[src/rtl/psp_pkg.sv]
`timescale 1ns/1ps
// Shared definitions for the parallel slave port.
package psp_pkg;
    // Interrupt option codes as seen on cfg_irq_sel.
    typedef enum logic [1:0] {
        IRQ_OFF   = 2'b00,
        IRQ_EACH  = 2'b01,
        IRQ_STALL = 2'b10,
        IRQ_LAST  = 2'b11
    } irq_sel_e;
endpackage

[src/rtl/psp_sync.sv]
`timescale 1ns/1ps
// psp_sync: multi-stage synchroniser for a bundle of asynchronous inputs.
// Assumes each bit is a level that stays stable for several clocks.
module psp_sync #(
    parameter int          W       = 1,
    parameter int          STAGES  = 2,
    parameter logic [W-1:0] RST_VAL = '0
) (
    input  logic         clk,
    input  logic         rst_n,
    input  logic [W-1:0] d,
    output logic [W-1:0] q
);
    logic [W-1:0] stg [STAGES];

    genvar g;
    generate
        for (g = 0; g < STAGES; g++) begin : g_stage
            // One flip-flop stage of the chain.
            always_ff @(posedge clk) begin
                if (!rst_n) stg[g] <= RST_VAL;
                else        stg[g] <= (g == 0) ? d : stg[(g == 0) ? 0 : g-1];
            end
        end
    endgenerate

    assign q = stg[STAGES-1];
endmodule

[src/rtl/psp_strobe_det.sv]
`timescale 1ns/1ps
// psp_strobe_det: turns synchronised strobes into one-clock "access done"
// pulses, fired when a strobe is released while chip select is active.
// Assumes inputs already synchronised to clk.
module psp_strobe_det (
    input  logic clk,
    input  logic rst_n,
    input  logic cs_n_s,
    input  logic rd_n_s,
    input  logic wr_n_s,
    output logic rd_done,
    output logic wr_done
);
    logic rd_act, wr_act, rd_act_q, wr_act_q;

    assign rd_act = !rd_n_s && !cs_n_s;
    assign wr_act = !wr_n_s && !cs_n_s;

    // Remember last cycle's activity to find its end.
    always_ff @(posedge clk) begin
        if (!rst_n) begin
            rd_act_q <= 1'b0;
            wr_act_q <= 1'b0;
        end else begin
            rd_act_q <= rd_act;
            wr_act_q <= wr_act;
        end
    end

    assign rd_done = rd_act_q && !rd_act;
    assign wr_done = wr_act_q && !wr_act;
endmodule

[src/rtl/psp_index_ctl.sv]
`timescale 1ns/1ps
// psp_index_ctl: chooses the buffer index for host reads and writes, keeps
// the auto-increment pointers and produces the interrupt pulse.
// Assumes rd_done/wr_done are single-cycle pulses.
module psp_index_ctl
    import psp_pkg::*;
#(
    parameter int NBUF = 4,
    localparam int IW  = $clog2(NBUF)
) (
    input  logic          clk,
    input  logic          rst_n,
    input  logic          cfg_addr_mode,
    input  logic          cfg_autoinc,
    input  logic [1:0]    cfg_irq_sel,
    input  logic [IW-1:0] host_addr,
    input  logic          rd_done,
    input  logic          wr_done,
    output logic [IW-1:0] rd_idx,
    output logic [IW-1:0] wr_idx,
    output logic [IW-1:0] rd_ptr,
    output logic [IW-1:0] wr_ptr,
    output logic          irq_pulse
);
    localparam logic [IW-1:0] LAST = IW'(NBUF-1);

    irq_sel_e irq_sel;
    logic     step_en, irq_evt;

    assign irq_sel = irq_sel_e'(cfg_irq_sel);
    assign step_en = !cfg_addr_mode && cfg_autoinc;

    // Pick the buffer index from address, pointer or fixed zero.
    always_comb begin
        if (cfg_addr_mode) begin
            rd_idx = host_addr;
            wr_idx = host_addr;
        end else if (cfg_autoinc) begin
            rd_idx = rd_ptr;
            wr_idx = wr_ptr;
        end else begin
            rd_idx = '0;
            wr_idx = '0;
        end
    end

    // Advance each pointer after its own access, wrapping at the last buffer.
    always_ff @(posedge clk) begin
        if (!rst_n) begin
            rd_ptr <= '0;
            wr_ptr <= '0;
        end else begin
            if (step_en && rd_done) rd_ptr <= (rd_ptr == LAST) ? '0 : rd_ptr + 1'b1;
            if (step_en && wr_done) wr_ptr <= (wr_ptr == LAST) ? '0 : wr_ptr + 1'b1;
        end
    end

    // Decide whether the finishing access deserves an interrupt.
    always_comb begin
        case (irq_sel)
            IRQ_EACH: irq_evt = rd_done || wr_done;
            IRQ_LAST: irq_evt = (rd_done && rd_idx == LAST) || (wr_done && wr_idx == LAST);
            default:  irq_evt = 1'b0;
        endcase
    end

    // Register the interrupt as a one-clock pulse.
    always_ff @(posedge clk) begin
        if (!rst_n) irq_pulse <= 1'b0;
        else        irq_pulse <= irq_evt;
    end
endmodule

[src/rtl/psp_buf_store.sv]
`timescale 1ns/1ps
// psp_buf_store: holds the read buffers (loaded locally, read by the host)
// and the write buffers (written by the host, seen locally).
// Assumes host_we is a single-cycle pulse.
module psp_buf_store #(
    parameter int DW   = 8,
    parameter int NBUF = 4,
    localparam int IW  = $clog2(NBUF)
) (
    input  logic               clk,
    input  logic               rst_n,
    input  logic               host_we,
    input  logic [IW-1:0]      host_widx,
    input  logic [DW-1:0]      host_wdata,
    input  logic [IW-1:0]      host_ridx,
    output logic [DW-1:0]      host_rdata,
    input  logic               loc_we,
    input  logic [IW-1:0]      loc_idx,
    input  logic [DW-1:0]      loc_data,
    output logic [NBUF*DW-1:0] loc_wbufs
);
    logic [DW-1:0] rbuf [NBUF];
    logic [DW-1:0] wbuf [NBUF];

    genvar g;
    generate
        for (g = 0; g < NBUF; g++) begin : g_buf
            // Read buffer g: loaded by local logic.
            always_ff @(posedge clk) begin
                if (!rst_n)                                   rbuf[g] <= '0;
                else if (loc_we && loc_idx == IW'(g))         rbuf[g] <= loc_data;
            end
            // Write buffer g: loaded by a finished host write.
            always_ff @(posedge clk) begin
                if (!rst_n)                                   wbuf[g] <= '0;
                else if (host_we && host_widx == IW'(g))      wbuf[g] <= host_wdata;
            end
            assign loc_wbufs[g*DW +: DW] = wbuf[g];
        end
    endgenerate

    assign host_rdata = rbuf[host_ridx];
endmodule

[src/rtl/psp_slave_port.sv]
`timescale 1ns/1ps
// psp_slave_port: top of the parallel slave port. Synchronises host strobes,
// detects completed accesses, routes them to buffers and raises interrupts.
// Assumes the host holds cs, address and write data stable for at least
// three clocks after releasing a strobe.
module psp_slave_port #(
    parameter int DW          = 8,
    parameter int NBUF        = 4,
    parameter int SYNC_STAGES = 2,
    localparam int IW         = $clog2(NBUF)
) (
    input  logic               clk,
    input  logic               rst_n,
    input  logic               cfg_addr_mode,
    input  logic               cfg_autoinc,
    input  logic [1:0]         cfg_irq_sel,
    input  logic               host_cs_n,
    input  logic               host_rd_n,
    input  logic               host_wr_n,
    input  logic [IW-1:0]      host_addr,
    input  logic [DW-1:0]      host_din,
    output logic [DW-1:0]      host_dout,
    output logic               host_doe,
    input  logic               loc_we,
    input  logic [IW-1:0]      loc_idx,
    input  logic [DW-1:0]      loc_data,
    output logic [NBUF*DW-1:0] loc_wbufs,
    output logic               irq_pulse
);
    logic          cs_n_s, rd_n_s, wr_n_s;
    logic          rd_done, wr_done;
    logic [IW-1:0] rd_idx, wr_idx, rd_ptr, wr_ptr;
    logic [DW-1:0] rd_data;

    psp_sync #(.W(3), .STAGES(SYNC_STAGES), .RST_VAL(3'b111)) u_sync (
        .clk   (clk),
        .rst_n (rst_n),
        .d     ({host_cs_n, host_rd_n, host_wr_n}),
        .q     ({cs_n_s, rd_n_s, wr_n_s})
    );

    psp_strobe_det u_det (
        .clk     (clk),
        .rst_n   (rst_n),
        .cs_n_s  (cs_n_s),
        .rd_n_s  (rd_n_s),
        .wr_n_s  (wr_n_s),
        .rd_done (rd_done),
        .wr_done (wr_done)
    );

    psp_index_ctl #(.NBUF(NBUF)) u_idx (
        .clk           (clk),
        .rst_n         (rst_n),
        .cfg_addr_mode (cfg_addr_mode),
        .cfg_autoinc   (cfg_autoinc),
        .cfg_irq_sel   (cfg_irq_sel),
        .host_addr     (host_addr),
        .rd_done       (rd_done),
        .wr_done       (wr_done),
        .rd_idx        (rd_idx),
        .wr_idx        (wr_idx),
        .rd_ptr        (rd_ptr),
        .wr_ptr        (wr_ptr),
        .irq_pulse     (irq_pulse)
    );

    psp_buf_store #(.DW(DW), .NBUF(NBUF)) u_bufs (
        .clk        (clk),
        .rst_n      (rst_n),
        .host_we    (wr_done),
        .host_widx  (wr_idx),
        .host_wdata (host_din),
        .host_ridx  (rd_idx),
        .host_rdata (rd_data),
        .loc_we     (loc_we),
        .loc_idx    (loc_idx),
        .loc_data   (loc_data),
        .loc_wbufs  (loc_wbufs)
    );

    // Drive the host bus only during an active, selected read.
    assign host_doe  = !host_cs_n && !host_rd_n;
    assign host_dout = host_doe ? rd_data : '0;
endmodule

[config.mk]
export PLATFORM = sky130hd
export DESIGN_NAME = psp_slave_port
export DESIGN_NICKNAME = d
export VERILOG_FILES = /design/src/rtl/psp_pkg.sv /design/src/rtl/psp_sync.sv /design/src/rtl/psp_strobe_det.sv /design/src/rtl/psp_index_ctl.sv /design/src/rtl/psp_buf_store.sv /design/src/rtl/psp_slave_port.sv
export SDC_FILE = /design/constraint.sdc
export NUM_CORES = 1
export LEC_CHECK = 0
export CAP_MARGIN = 20
export CORE_UTILIZATION = 50
export DETAILED_ROUTE_END_ITERATION = 16
export PLACE_DENSITY = 0.91
export SLEW_MARGIN = 20
export SYNTH_ARGS = -nofsm -noshare
export SYNTH_HDL_FRONTEND = slang
export SYNTH_SLANG_ARGS = --single-unit
[constraint.sdc]
create_clock -name clk -period 2.2 [get_ports clk]
set_input_delay 0.22 -clock clk [delete_from_list [all_inputs] [get_ports clk]]
set_output_delay 0.22 -clock clk [all_outputs]
set_load 0.005 [all_outputs]
==> flow_metrics.env <==
export IMPL_status="complete, no violations"
export IMPL_worstSetupPathType="in -> out"
export IMPL_worst_slack_ps=57.18
export IMPL_post_route_period_util_pct=97.40
export IMPL_intPower_mw=2.330
export IMPL_ys_flop_type="edfxtp_1"
export IMPL_clk_pin_slew_ps=70
export IMPL_grt_overflow=0
export IMPL_cts_hold_buffers=0
export IMPL_dp_cells=401
export IMPL_min_from="u_sync.stg[0][0]"
export IMPL_p_seq_share_pct=55.9
export IMPL_yosysWarnings=0
export IMPL_slew_violations=0
export IMPL_synth_edf_count=64
export IMPL_cp_arrival_ps=1920
export IMPL_ir_drop_uv=542.8
export IMPL_num_antenna_cells=0
export IMPL_start_util_pct=51.55
export IMPL_path_buf_inv=4
export IMPL_die_area_um2=6835
export IMPL_drive_above_1_share_pct=11.59
export IMPL_slowest_stage="clkdlybuf4s50_1"
export IMPL_cts_buffer_depth=2
export IMPL_hp_class="reg -> reg"
export IMPL_power_density_nw_per_um2=675.8
export IMPL_leakagePower_nw=1.713
export IMPL_avgSynthCellArea_um2=13.34
export IMPL_vias=2312
export IMPL_r2r_start="u_idx.rd_ptr[1]"
export IMPL_cp_max_fo=5
export IMPL_finalHoldViolCount=0
export IMPL_ys_ff_latch=77
export IMPL_switching_share_pct=21.94
export IMPL_ys_types=29
export IMPL_fin_nets=372
export IMPL_routed_wirelength_um=7147
export IMPL_final_cells=422
export IMPL_relSlewSlack_pct=45.53
export IMPL_path_delay_family="buffers and inverters"
export IMPL_drt_vias_per_instance=5.479
export IMPL_drt_initial_drc_count=159
export IMPL_port_buffers=71
export IMPL_timing_hold_ws_ps=411.5
export IMPL_tightest_slew_ps=811.6
export IMPL_antenna_found_initial=0
export IMPL_place_gp_congestion=0.7811
export IMPL_grt_start_max_net_pins=14
export IMPL_synth_common_cells="and2_1 (64), edfxtp_1 (64), o21ai_0 (17)"
export IMPL_numClockSinks=77
export IMPL_synth_area_um2=3254
export IMPL_insertion_delay_ps=340
export IMPL_ys_seq_area_share_pct=67.05
export IMPL_fp_dieW_um=82.68
export IMPL_final_seq_area_um2=2182
export IMPL_maxCapViolations=0
export IMPL_cp_end_kind="primary output"
export IMPL_core_area_um2=6314
export IMPL_pre_cts_slack_ps=-158.8
export IMPL_rsz0062_at_grt="yes"
export IMPL_period_minus_slack_ps=2143
export IMPL_fillers=447
export IMPL_cts_tree="yes"
export IMPL_grtUsageTotal_pct=22.95
export IMPL_dr_pass1_iters=4
export IMPL_cts_buffers=9
export IMPL_drc=0
export IMPL_ant_nets=0
export IMPL_cp_required_ps=1980
export IMPL_io_pins=72
export IMPL_root_buffer="clkbuf_8"
export IMPL_rows=29
export IMPL_synth_top_cell_area_share_pct=59.05
export IMPL_synth_largest_area_cell="edfxtp_1"
export IMPL_p_sw_mw=0.6551
export IMPL_cts_max_level=3
export IMPL_setup_viol=0
export IMPL_multi_input_area_um2=1044
export IMPL_synthArstFlopShare_pct=0
export IMPL_fmaxAchievable_ghz=0.4667
export IMPL_dpl_hpwl_um=5012
export IMPL_finClkSkew_ps=6.187
export IMPL_synthesis_instances=244
export IMPL_crit_start="cfg_autoinc"
export IMPL_die_h_um=82.68
export IMPL_crit_chain="clkdlybuf4s50_1 -> and3b_2 -> a21oi_4 -> buf_4 -> buf_12 -> mux2i_1 -> o22ai_1 -> dlygate4sd2_1"
export IMPL_wl_per_cell_um=16.94
export IMPL_cpPeakStageDelay_ps=450
export IMPL_p_comb_share_pct=9.8
export IMPL_area_growth_pct=35.76
export IMPL_synthTopCellsByArea="edfxtp_1 (59%), and2_1 (12%), dfxtp_1 (8.0%), mux2i_1 (4.9%), o21ai_0 (2.6%)"
export IMPL_grt_pass1_vias=2280
export IMPL_start_kind="input pin"
export IMPL_p_clk_share_pct=34.3
export IMPL_syn_num_nets=276
export IMPL_grt_pass1_wl_um=11010
==> path summary, 6_finish.rpt <==
kind,endpoint,cells after the start,slack [ps]
hold / removal,u_sync.stg[1][0],1,410
setup / recovery,host_dout[1],8,60
setup reg to reg,u_idx.irq_pulse,6,600
hold reg to reg,u_sync.stg[1][0],1,410
==> per-layer routing <==
| layer | routed length (um) | part of all wire [%] | global-route usage [%] |
|---|---|---|---|
| met1 | 2666 | 37 | 25.04 |
| met2 | 3802 | 53 | 41.80 |
| met3 | 482 | 6.7 | 4.396 |
| met4 | 195 | 2.7 | 12.24 |
| met5 | 0 | 0 | 0 |
==> layout by cell type (no fill, tap or decap), drive strengths merged, types with 2 or more instances in the layout <==
master and instances:
a21boi 4, a21oi 2, and2 64, buf 19, clkbuf 10, clkdlybuf4s50 62
clkinv 2, clkinvlp 2, dfxtp 13, dlygate4sd2 8, edfxtp 64, ha 2
inv 3, mux2i 16, nand2 12, nand2b 9, nor2 13, nor3b 2
o21ai 18, o22ai 8, o31a 2
==> final cells by class <==
| type | instances | area share, % |
|---|---|---|
| clock inverters | 6 | 1.416 |
| flip-flops and latches | 77 | 49.39 |
| multi-input cells | 160 | 23.62 |
| inverters | 2 | 0.1699 |
| well taps | 77 | 2.181 |
| clock buffers | 10 | 2.889 |
| repair buffers | 90 | 20.33 |
==> worst reg2reg max path: stages, from the launching register on <==
cell and delay (ps):
dfxtp_1 350, and3b_2 220, a21oi_4 40, buf_4 150, buf_16 150, or4_1 510, o21ai_0 110
==> cell families (layout without fill, tap and decap cells) <==
group	after synthesis	count (layout)	synth area share, %
and+or+nand+nor	104	104	18.49
DFF	77	77	67.05
AOI/OAI and AO/OA	38	38	7.497
muxes	16	16	4.921
buffers and inverters	7	108	1.269
adders and majority gates	2	2	0.7688
==> flip-flops by register name (all words and copies together), names as in the netlist <==
signal           count
u_bufs.rbuf         32
u_idx.wr_ptr         2
u_det.rd_act_q       1
u_idx.rd_ptr         2
u_bufs.wbuf         32
u_det.wr_act_q       1
u_sync.stg           6
u_idx.irq_pulse      1
==> power by group through the flow <==
stage          logic [mW]  registers [mW]  clock network, mW
5_1_grt             0.315            1.67               1.10
2_1_floorplan      0.0970            1.70                  0
4_1_cts             0.290            1.67               1.03
3_5_place_dp        0.275            1.70                  0
3_3_place_gp        0.263            1.70                  0
6_report            0.292            1.67               1.03
==> repair_timing <==
action / in CTS / in global routing
setup endpoints to repair: 8 / 2
setup buffers: 3 / 0
gates cloned: 2 / 0
pin swaps: 2 / 0
gates resized for setup: 13 / 2
==> metrics by stage <==
step	util (%)	area [um2]	total power, mW	setup TNS, ps
5_1_grt	69.98	4418	3.088	-12.83
2_1_floorplan	-	3254	1.794	0
3_3_place_gp	65.66	4145	1.960	-592.0
4_1_cts	69.88	4412	2.993	-105.9
3_5_place_dp	65.66	4145	1.976	-995.9
6_report	69.98	4418	2.985	0
Note: power is estimated with default switching activity, not from simulation.
